===== src/rtl/vps_pkg.sv =====
package vps_pkg;

    localparam int VPS_AW = 16;
    localparam int VPS_DW = 16;
    localparam int VPS_BW = 8;

    typedef enum logic [1:0] {
        REMAP_NONE = 2'd0,
        REMAP_P2   = 2'd1,
        REMAP_P4   = 2'd2,
        REMAP_P8   = 2'd3
    } remap_e;

    typedef enum logic [1:0] {
        STEP_ONE  = 2'd0,
        STEP_ROW  = 2'd1,
        STEP_BIGA = 2'd2,
        STEP_BIGB = 2'd3
    } step_e;

    typedef struct packed {
        logic       hi_trig;
        logic [2:0] spare;
        remap_e     remap;
        step_e      step;
    } ctrl_t;

    typedef enum logic [2:0] {
        SEL_CTRL    = 3'd0,
        SEL_ADDR_LO = 3'd1,
        SEL_ADDR_HI = 3'd2,
        SEL_DATA_LO = 3'd3,
        SEL_DATA_HI = 3'd4
    } sel_e;

    function automatic logic [VPS_BW-1:0] step_amount(input step_e s);
        case (s)
            STEP_ONE: step_amount = 8'd1;
            STEP_ROW: step_amount = 8'd32;
            default:  step_amount = 8'd128;
        endcase
    endfunction

    function automatic ctrl_t ctrl_from_byte(input logic [VPS_BW-1:0] b);
        ctrl_t c;
        c.hi_trig = b[7];
        c.spare   = 3'b000;
        c.remap   = remap_e'(b[3:2]);
        c.step    = step_e'(b[1:0]);
        return c;
    endfunction

endpackage


===== src/rtl/vps_addr_unit.sv =====
module vps_addr_unit
    import vps_pkg::*;
#(
    parameter int AW = VPS_AW,
    parameter int BW = VPS_BW
) (
    input  logic          clk,
    input  logic          rst,
    input  logic          ld_lo,
    input  logic          ld_hi,
    input  logic [BW-1:0] wbyte,
    input  logic          advance,
    input  logic [BW-1:0] step,
    output logic [AW-1:0] cnt
);
    localparam int HI_W = AW - BW;

    logic [AW-1:0] cnt_q;

    always_ff @(posedge clk) begin
        if (rst) begin
            cnt_q <= '0;
        end else if (ld_lo) begin
            cnt_q[BW-1:0] <= wbyte;
        end else if (ld_hi) begin
            cnt_q[AW-1:BW] <= wbyte[HI_W-1:0];
        end else if (advance) begin
            cnt_q <= cnt_q + {{HI_W{1'b0}}, step};
        end
    end

    assign cnt = cnt_q;


    reset_zero_chk: assert property (@(posedge clk) rst |=> (cnt_q == '0));


    advance_step_chk: assert property (@(posedge clk) disable iff (rst)
        (advance && !ld_lo && !ld_hi) |=> (cnt_q == $past(cnt_q) + {{HI_W{1'b0}}, $past(step)}));


    load_low_chk: assert property (@(posedge clk) disable iff (rst)
        ld_lo |=> (cnt_q[BW-1:0] == $past(wbyte)) && (cnt_q[AW-1:BW] == $past(cnt_q[AW-1:BW])));

endmodule


===== src/rtl/vps_remap.sv =====
module vps_remap
    import vps_pkg::*;
#(
    parameter int AW = VPS_AW
) (
    input  logic [AW-1:0] lin,
    input  remap_e        mode,
    output logic [AW-1:0] phys
);
    localparam int NMODES = 4;

    logic [AW-1:0] rot [NMODES];

    assign rot[0] = lin;

    for (genvar m = 1; m < NMODES; m++) begin : g_rot
        localparam int K = 4 + m;
        assign rot[m] = {lin[AW-1:K+3], lin[K-1:0], lin[K+2:K]};
    end

    assign phys = rot[2'(mode)];

endmodule


===== src/rtl/vps_prefetch.sv =====
module vps_prefetch
    import vps_pkg::*;
#(
    parameter int DW = VPS_DW
) (
    input  logic          clk,
    input  logic          rst,
    input  logic          fetch_req,
    input  logic [DW-1:0] mem_rdata,
    output logic          fetch_active,
    output logic [DW-1:0] word
);
    logic          pend_q;
    logic [DW-1:0] word_q;

    always_ff @(posedge clk) begin
        if (rst) begin
            pend_q <= 1'b0;
            word_q <= '0;
        end else begin
            pend_q <= fetch_req;
            if (pend_q) begin
                word_q <= mem_rdata;
            end
        end
    end

    assign fetch_active = pend_q;
    assign word         = word_q;


    latch_hold_chk: assert property (@(posedge clk) disable iff (rst)
        !pend_q |=> $stable(word_q));


    latch_load_chk: assert property (@(posedge clk) disable iff (rst)
        pend_q |=> (word_q == $past(mem_rdata)));

endmodule


===== src/rtl/vram_port_seq.sv =====
module vram_port_seq
    import vps_pkg::*;
#(
    parameter int AW = VPS_AW,
    parameter int DW = VPS_DW,
    parameter int BW = VPS_BW
) (
    input  logic          clk,
    input  logic          rst,
    input  logic          reg_we,
    input  logic          reg_re,
    input  logic [2:0]    reg_sel,
    input  logic [BW-1:0] reg_wdata,
    output logic [BW-1:0] reg_rdata,
    output logic [AW-1:0] mem_addr,
    output logic          mem_we_lo,
    output logic          mem_we_hi,
    output logic [DW-1:0] mem_wdata,
    output logic          mem_re,
    input  logic [DW-1:0] mem_rdata
);
    ctrl_t         ctrl_q;
    logic [AW-1:0] cnt;
    logic [DW-1:0] latch;

    logic sel_ctrl, sel_alo, sel_ahi, sel_dlo, sel_dhi;
    logic rd_en;
    logic wr_lo, wr_hi, rd_lo, rd_hi;
    logic trig, trig_rd, nontrig_wr, fetch_req;

    always_comb begin
        sel_ctrl = (reg_sel == SEL_CTRL);
        sel_alo  = (reg_sel == SEL_ADDR_LO);
        sel_ahi  = (reg_sel == SEL_ADDR_HI);
        sel_dlo  = (reg_sel == SEL_DATA_LO);
        sel_dhi  = (reg_sel == SEL_DATA_HI);
        rd_en    = reg_re && !reg_we;
        wr_lo    = reg_we && sel_dlo;
        wr_hi    = reg_we && sel_dhi;
        rd_lo    = rd_en && sel_dlo;
        rd_hi    = rd_en && sel_dhi;
        if (ctrl_q.hi_trig) begin
            trig       = wr_hi || rd_hi;
            trig_rd    = rd_hi;
            nontrig_wr = wr_lo;
        end else begin
            trig       = wr_lo || rd_lo;
            trig_rd    = rd_lo;
            nontrig_wr = wr_hi;
        end
        fetch_req = (reg_we && (sel_alo || sel_ahi)) || trig_rd;
    end

    always_ff @(posedge clk) begin
        if (rst) begin
            ctrl_q <= '0;
        end else if (reg_we && sel_ctrl) begin
            ctrl_q <= ctrl_from_byte(reg_wdata);
        end
    end

    vps_addr_unit #(.AW(AW), .BW(BW)) u_addr (
        .clk     (clk),
        .rst     (rst),
        .ld_lo   (reg_we && sel_alo),
        .ld_hi   (reg_we && sel_ahi),
        .wbyte   (reg_wdata),
        .advance (trig),
        .step    (step_amount(ctrl_q.step)),
        .cnt     (cnt)
    );

    vps_remap #(.AW(AW)) u_remap (
        .lin  (cnt),
        .mode (ctrl_q.remap),
        .phys (mem_addr)
    );

    vps_prefetch #(.DW(DW)) u_pref (
        .clk          (clk),
        .rst          (rst),
        .fetch_req    (fetch_req),
        .mem_rdata    (mem_rdata),
        .fetch_active (mem_re),
        .word         (latch)
    );

    assign mem_we_lo = wr_lo;
    assign mem_we_hi = wr_hi;
    assign mem_wdata = {reg_wdata, reg_wdata};
    assign reg_rdata = sel_dhi ? latch[DW-1:BW] : latch[BW-1:0];


    we_excl_chk: assert property (@(posedge clk) disable iff (rst)
        $onehot0({mem_we_lo, mem_we_hi}));


    nontrig_hold_chk: assert property (@(posedge clk) disable iff (rst)
        nontrig_wr |=> $stable(mem_addr));


    remap_off_chk: assert property (@(posedge clk) disable iff (rst)
        (ctrl_q.remap == REMAP_NONE) |-> (mem_addr == cnt));


    remap_low_chk: assert property (@(posedge clk) disable iff (rst)
        (ctrl_q.remap != REMAP_NONE) |-> (mem_addr[AW-1:10] == cnt[AW-1:10]));

endmodule


===== config.mk =====
export PLATFORM = sky130hd
export DESIGN_NAME = vram_port_seq
export DESIGN_NICKNAME = d
export VERILOG_FILES = /design/src/rtl/vps_pkg.sv /design/src/rtl/vps_addr_unit.sv /design/src/rtl/vps_remap.sv /design/src/rtl/vps_prefetch.sv /design/src/rtl/vram_port_seq.sv
export SDC_FILE = /design/constraint.sdc
export NUM_CORES = 1
export LEC_CHECK = 0
export BUFFER_PORTS_ARGS = -buffer_cell sky130_fd_sc_hd__clkbuf_2
export CORE_MARGIN = 3
export CORE_UTILIZATION = 52
export DETAILED_ROUTE_END_ITERATION = 6
export PLACE_DENSITY = 0.92
export SKIP_LAST_GASP = 1
export SLEW_MARGIN = 20
export SYNTH_ARGS = -nofsm -noshare
export SYNTH_HDL_FRONTEND = slang
export SYNTH_SLANG_ARGS = --single-unit

===== constraint.sdc =====
create_clock -name clk -period 2.7 [get_ports clk]
set_clock_uncertainty 0.1 [all_clocks]
set_input_delay 0.54 -clock clk [delete_from_list [all_inputs] [get_ports clk]]
set_output_delay 0.54 -clock clk [all_outputs]
set_load 0.02 [all_outputs]

==> summary.md, run 1 <==
| Metric | Value |
|---|---|
| Via count of the first global-routing pass | ~2100 |
| Number of sinks handled by clock tree synthesis | 38 |
| Clock tree from TritonCTS | yes |
| Leading post-synthesis cells by cell area | sky130_fd_sc_hd__dfxtp_1 31%, sky130_fd_sc_hd__mux2i_1 9.4%, sky130_fd_sc_hd__buf_4 7.1% |
| Clock insertion delay at the later pin of the skew report | roughly 0.29 ns |
| Average routed wire per standard cell | about 15 um |
| Worst path bufs/invs | 2 |
| Clock transition at the registers of the reported paths | around 0.080 ns |
| Number of buffer cells added on primary ports | 73 |
| Pwr dens | between 400 and 500 nW/um2 |
| Unrepaired setup endpoints after global routing | false |
| Setup repair bufs after CTS | 0 |
| Share of post-route cells with drive strength above 1 | 0.3493 |
| Standby leakage power | 1.163 nW |
| Rows | 24 |
| Master cell of the clock root buffer | sky130_fd_sc_hd__clkbuf_8 |
| Endpoint of the most critical register-to-register path | u_addr.cnt[15] |
| Number of nets in the layout | ~370 |
| Final clock period utilization by the worst path | 0.8781 |
| Mapped Nets | 319 |
| Die outline height | about 74 um |
| Drt pass-1 iters | 4 |
| Post-route worst setup slack | 0.3291 ns |
| Most used cells in the layout excluding fill and tap cells | 73 x sky130_fd_sc_hd__clkbuf_2, 38 x sky130_fd_sc_hd__dfxtp_1, 37 x sky130_fd_sc_hd__nor2_1 |
| WL final | 5.831 mm |
| Aggregate global-route resource usage | 0.2197 |
| Crit Path Max Fanout | 12 |
| Minimum clock period after layout | approximately 2.4 ns |
| Met2 wirelength from detailed routing | between 2 and 3 mm |
| Most common library cell in the layout ignoring fill and taps | sky130_fd_sc_hd__clkbuf_2 |
| Cell with the biggest individual delay on the critical path | sky130_fd_sc_hd__and2_1 |
| Worst-case clock buffer depth | 2 |
| Final cell utilization of the core | 0.6267 |
| Average cell area after synthesis | 8.587 um2 |
| Antenna-violating nets left | 0 |
| Initial Util | 0.5487 |
| Maximum level of the CTS H-tree | 2 |
| Place WS | 0.3252 ns |
| Primary FF master, synth | sky130_fd_sc_hd__dfxtp_1 |
| Uppermost layer routed | met4 |
| Max-slew violation count | 0 |
| Initial antenna violation count | 0 |
| Worst R2R Path Depth | 7 |
| Final Hold Violating Endpoints | 0 |
| Class of the most critical setup path | primary input to output port |
| Area delta synth->final | 14.21% |
| Design Power | 1.249 mW |
| Core Footprint | ~4400 um2 |
| Total Neg Setup Slack | 0 ns |
| Worst setup SP type | primary input |
| First-pass GRT wire length | ~9.7 mm |
| Worst voltage drop across the vdd grid | 317.4 uV |
| RePlAce Congestion | 0.8985 |
| Number of buffers created by CTS | 5 |
| Kind of path behind the tightest hold check | primary input to register |
| Largest net degree at the start of global routing | 18 |
| Fraction of synthesis flops using an asynchronous set or reset pin | 0 |
| Crit path DAT | roughly 1.7 ns |
| Number of enable flip-flop cells after synthesis | 0 |
| Instance count after placement with tap cells included | 379 |
| Sequential area share after synthesis | 0.3120 |
| Cell family with most CP delay | simple AND/OR/NAND/NOR gates |
| Worst Tran Pin Value | 0.4985 ns |
| Area of the die | about 5500 um2 |
| Outcome | finished, final reports clean |
| Number of flip-flops and latches in the synthesized netlist | 38 |
| FILL cells | 387 |
| Detailed-routing wirelength on met1 | 2.427 mm |
| Final-report setup violation count | 0 |
| Non-filler instance count after layout | 387 |
| Stage delay of the slowest cell on the critical path | 0.41 ns |
| Maximum frequency from static timing analysis | 421.8 MHz |
| Cell-by-cell listing of the critical path | clkbuf_2 > and2_1 > mux2_2 > clkbuf_2 |
| Data required time of the critical path | 2.06 ns |
| Portion of synthesized cell area occupied by the leading cell type | 0.3120 |
| Hold-fix buffers at CTS | 0 |
| Die Width | 74.48 um |
| Grt total ovfl | 0 |
| Io pins | 74 |
| Number of vias per cell | 5.860 |
| Antenna diode count | 0 |
| Critical path's most frequent cell | sky130_fd_sc_hd__clkbuf_2 |
| Met3 wire length | 450 um |
| Placement Cell Area | ~2700 um2 |
| Final Cell Area | 2785 um2 |
| Cells on Worst Hold Path | 3 |
| Synth cell types | just under 50 |
| Maximum capacitance violations | 0 |
| Biggest area consumer among synthesized cells | sky130_fd_sc_hd__dfxtp_1 |
| Number of warnings issued by yosys | 0 |
| Beginning of the worst hold path | mem_rdata[2] |
| Minimum hold slack | 0.3825 ns |
| Setup crit end kind | output port |
| Worst flop-to-flop path startpoint | ctrl_q[1] |
| Post_cts resized | 0 |
| Flop2flop setup slack | 0.50 ns |
| Post-synth design cell area | 2439 um2 |
| DRT iter0 DRCs | approximately 250 |
| Vias after detailed routing | 2268 |
| Synth Instances | 284 |
| Hold-critical path endpoint | u_pref.word[2] |
| HPWL after detailed placement | 4.407 mm |
| Relative slew slack | 0.6658 |
| DR DRC count | 0 |
logic make-up after synthesis:
kind of cell / Yosys count / synth area share
AO/OA/AOI/OAI: 54 / 0.1550
XOR/XNOR: 2 / 0.007184
adder cells (fa/ha/maj): 4 / 0.02052
buffers and inverters: 43 / 0.1078
flip-flops: 38 / 0.3120
multiplexers: 41 / 0.1914
AND/OR/NAND/NOR: 102 / 0.2063
worst max-delay path by stage:
stage / startpoint / slack [ns] / cells past startpoint / endpoint
2_1_floorplan: reg_sel[1] / 0.42 / 5 / reg_rdata[0]
3_3_place_gp: reg_sel[0] / 0.35 / 5 / reg_rdata[0]
3_5_place_dp: reg_sel[0] / 0.33 / 5 / reg_rdata[0]
4_1_cts: reg_sel[2] / 0.32 / 4 / reg_rdata[0]
5_1_grt: reg_sel[0] / 0.25 / 5 / reg_rdata[1]
6_report: reg_sel[2] / 0.33 / 4 / reg_rdata[1]
worst min-delay path, cell delays in order:
cell and delay, ns:
sky130_fd_sc_hd__clkbuf_2 0.08, sky130_fd_sc_hd__mux2i_1 0.05, sky130_fd_sc_hd__nor2_1 0.07
sequential cells by signal, indices dropped and copies added, names as in the netlist:
name and count:
u_addr.cnt 16, u_pref.fetch_active 1, ctrl_q 5, u_pref.word 16
cell type report:
cell class	count	area [um2]	share of cell area
Inverter	4	15.01	0.005391
Tap cell	52	65.06	0.02336
Multi-Input combinational cell	203	1421	0.5103
Timing Repair Buffer	82	432.9	0.1554
Clock inverter	3	21.27	0.007637
Clock buffer	5	68.82	0.02471
Sequential cell	38	760.7	0.2731
layer usage:
layer  up-vias  track usage
met1      1046       0.2790
met3        12      0.04595
met2       109       0.3824
met5         -            0
li1       1101            -
met4         0      0.04941
cell usage after synthesis, drive strengths merged (4+ instances only):
| master | number |
|---|---|
| buf | 32 |
| o21ai | 11 |
| nor2 | 37 |
| nand3 | 12 |
| inv | 4 |
| a21oi | 15 |
| ha | 4 |
| nand2 | 21 |
| clkbuf | 7 |
| o211ai | 4 |
| mux2i | 23 |
| mux2 | 15 |
| dfxtp | 38 |
| nor3 | 9 |
| nand2b | 4 |
report_power, final:
part	total [mW]	switching [mW]	internal, mW
Clock	0.402	0.221	0.182
Sequential	0.608	0.0258	0.582
Combinational	0.239	0.139	0.0995
No activity file was read; power rests on OpenSTA's default activity.
==> run 2: changes to the inputs <==
- PLACE_DENSITY: 0.92 -> 0.81
==> summary.md, run 2 (synthesized netlist as in run 1, its figures left out) <==
| Metric | Value |
|---|---|
| Maximum frequency from static timing analysis | 421.6 MHz (about the same) |
| DRT iter0 DRCs | 319 (+29%) |
| Clock tree from TritonCTS | yes |
| Design Power | 1.431 mW (+15%) |
| WL final | 5.844 mm (+0.22%) |
| Pwr dens | 506.7 nW/um2 (+13%) |
| Drt pass-1 iters | 4 (unchanged) |
| Worst flop-to-flop path startpoint | ctrl_q[0] |
| Instance count after placement with tap cells included | 378 (-0.26%) |
| RePlAce Congestion | 0.8817 (-1.9%) |
| Hold-critical path endpoint | u_pref.word[4] |
| Number of sinks handled by clock tree synthesis | 38 (unchanged) |
| Most used cells in the layout excluding fill and tap cells | 73 x sky130_fd_sc_hd__clkbuf_2, 38 x sky130_fd_sc_hd__dfxtp_1, 37 x sky130_fd_sc_hd__nor2_1 |
| Antenna diode count | 0 (unchanged) |
| Outcome | finished, final reports clean |
| Cells on Worst Hold Path | 3 (unchanged) |
| Final clock period utilization by the worst path | 0.8786 (about the same) |
| Number of buffer cells added on primary ports | 73 (unchanged) |
| Share of post-route cells with drive strength above 1 | 0.3473 (-0.001948) |
| Area delta synth->final | 15.85% |
| Crit Path Max Fanout | 8 (-4) |
| Core Footprint | 4444 um2 (unchanged) |
| Most common library cell in the layout ignoring fill and taps | sky130_fd_sc_hd__clkbuf_2 |
| Class of the most critical setup path | primary input to output port |
| Rows | 24 (unchanged) |
| DR DRC count | 0 (unchanged) |
| Via count of the first global-routing pass | 2052 (-1.5%) |
| Relative slew slack | 0.6026 (-0.06322) |
| Vias after detailed routing | 2274 (+0.26%) |
| Worst R2R Path Depth | 7 (unchanged) |
| Number of nets in the layout | 368 (-0.27%) |
| Area of the die | 5547 um2 (unchanged) |
| Average routed wire per standard cell | 15.14 um (+0.48%) |
| Largest net degree at the start of global routing | 23 (+5) |
| Setup repair bufs after CTS | 0 (unchanged) |
| Clock transition at the registers of the reported paths | 0.08 ns (about the same) |
| Standby leakage power | 1.182 nW (+1.6%) |
| Kind of path behind the tightest hold check | primary input to register |
| Final Hold Violating Endpoints | 0 (unchanged) |
| Beginning of the worst hold path | mem_rdata[4] |
| Final-report setup violation count | 0 (unchanged) |
| Flop2flop setup slack | 0.54 ns (+0.04 ns) |
| Total Neg Setup Slack | 0 ns (unchanged) |
| Post-route worst setup slack | 0.3278 ns (-0.001304 ns) |
| Initial antenna violation count | 0 (unchanged) |
| Data required time of the critical path | 2.06 ns (about the same) |
| Clock insertion delay at the later pin of the skew report | 0.29 ns (about the same) |
| Initial Util | 0.5487 (unchanged) |
| Maximum capacitance violations | 0 (unchanged) |
| Worst Tran Pin Value | 0.5928 ns (+0.09431 ns) |
| Antenna-violating nets left | 0 (unchanged) |
| Unrepaired setup endpoints after global routing | false |
| Minimum clock period after layout | 2.372 ns (+0.001304 ns) |
| Worst setup SP type | primary input |
| Maximum level of the CTS H-tree | 2 (unchanged) |
| Aggregate global-route resource usage | 0.2207 (+0.001054) |
| Post_cts resized | 0 (unchanged) |
| Number of buffers created by CTS | 5 (unchanged) |
| Place WS | 0.3054 ns (-0.01971 ns) |
| Die Width | 74.48 um (unchanged) |
| HPWL after detailed placement | 4.325 mm (-1.9%) |
| Setup crit end kind | output port |
| Master cell of the clock root buffer | sky130_fd_sc_hd__clkbuf_8 |
| Worst voltage drop across the vdd grid | 420.6 uV (+33%) |
| Grt total ovfl | 0 (unchanged) |
| Non-filler instance count after layout | 386 (-0.26%) |
| Number of vias per cell | 5.891 (+0.52%) |
| Max-slew violation count | 0 (unchanged) |
| Die outline height | 74.48 um (unchanged) |
| Endpoint of the most critical register-to-register path | u_addr.cnt[15] |
| Io pins | 74 (unchanged) |
| Hold-fix buffers at CTS | 0 (unchanged) |
| Crit path DAT | 1.73 ns (about the same) |
| Minimum hold slack | 0.3780 ns (-0.004424 ns) |
| First-pass GRT wire length | 9.528 mm (-1.5%) |
| Worst-case clock buffer depth | 2 (unchanged) |
run 2: cell types whose count changed in the layout (fill, tap and decap cells not counted), sizes merged:
cell	before	now
bufinv	0	2
buf	9	8
clkinv	2	1
clkinvlp	1	0
run 2: layout make-up:
class	count	area [um2]
Fill cell	387	1619
Inverter	4	15.01
Timing Repair Buffer	81	425.4
Clock buffer	5	68.82
Clock inverter	3	68.82
Multi-Input combinational cell	203	1421
Sequential cell	38	760.7
Tap cell	52	65.06
run 2: how the worst max path moves through the flow:
stage,slack [ns],depth (start not counted),start,endpoint
after floorplan,0.42,5,reg_sel[1],reg_rdata[0]
after global placement,0.36,5,reg_sel[0],reg_rdata[0]
final,0.33,5,reg_sel[0],reg_rdata[4]
after detailed placement,0.31,5,reg_sel[0],reg_rdata[4]
after global routing,0.27,5,reg_sel[0],reg_rdata[4]
after CTS,0.31,5,reg_sel[0],reg_rdata[4]
run 2: per-stage QoR:
stage            util  area (um2)
2_1_floorplan       -        2439
3_3_place_gp   0.6047        2688
3_5_place_dp   0.6047        2688
4_1_cts        0.6357        2825
5_1_grt        0.6357        2825
6_report       0.6357        2825
run 2: power by group:
part | switching [mW] | internal (mW) | total (mW) | leakage [nW]
Clock | 0.216 | 0.370 | 0.586 | 0.0683
Sequential | 0.0258 | 0.582 | 0.608 | 0.308
Combinational | 0.139 | 0.0989 | 0.238 | 0.806
Total | 0.380 | 1.05 | 1.43 | 1.18
run 2: worst max-delay path, stage by stage:
cell                       delay [ns]
sky130_fd_sc_hd__clkbuf_2        0.09
sky130_fd_sc_hd__nor2_1          0.15
sky130_fd_sc_hd__and2_1          0.41
sky130_fd_sc_hd__mux2_2          0.39
sky130_fd_sc_hd__clkbuf_2        0.15
run 2: per-layer routing:
metal	wire, um	share of wire	vias to the layer above	global-route usage
met2	2781	0.48	102	0.3698
met3	415	0.071	13	0.05135
li1	-	-	1102	-
met1	2544	0.44	1057	0.2771
met4	102	0.017	0	0.07905
met5	0	0	-	0
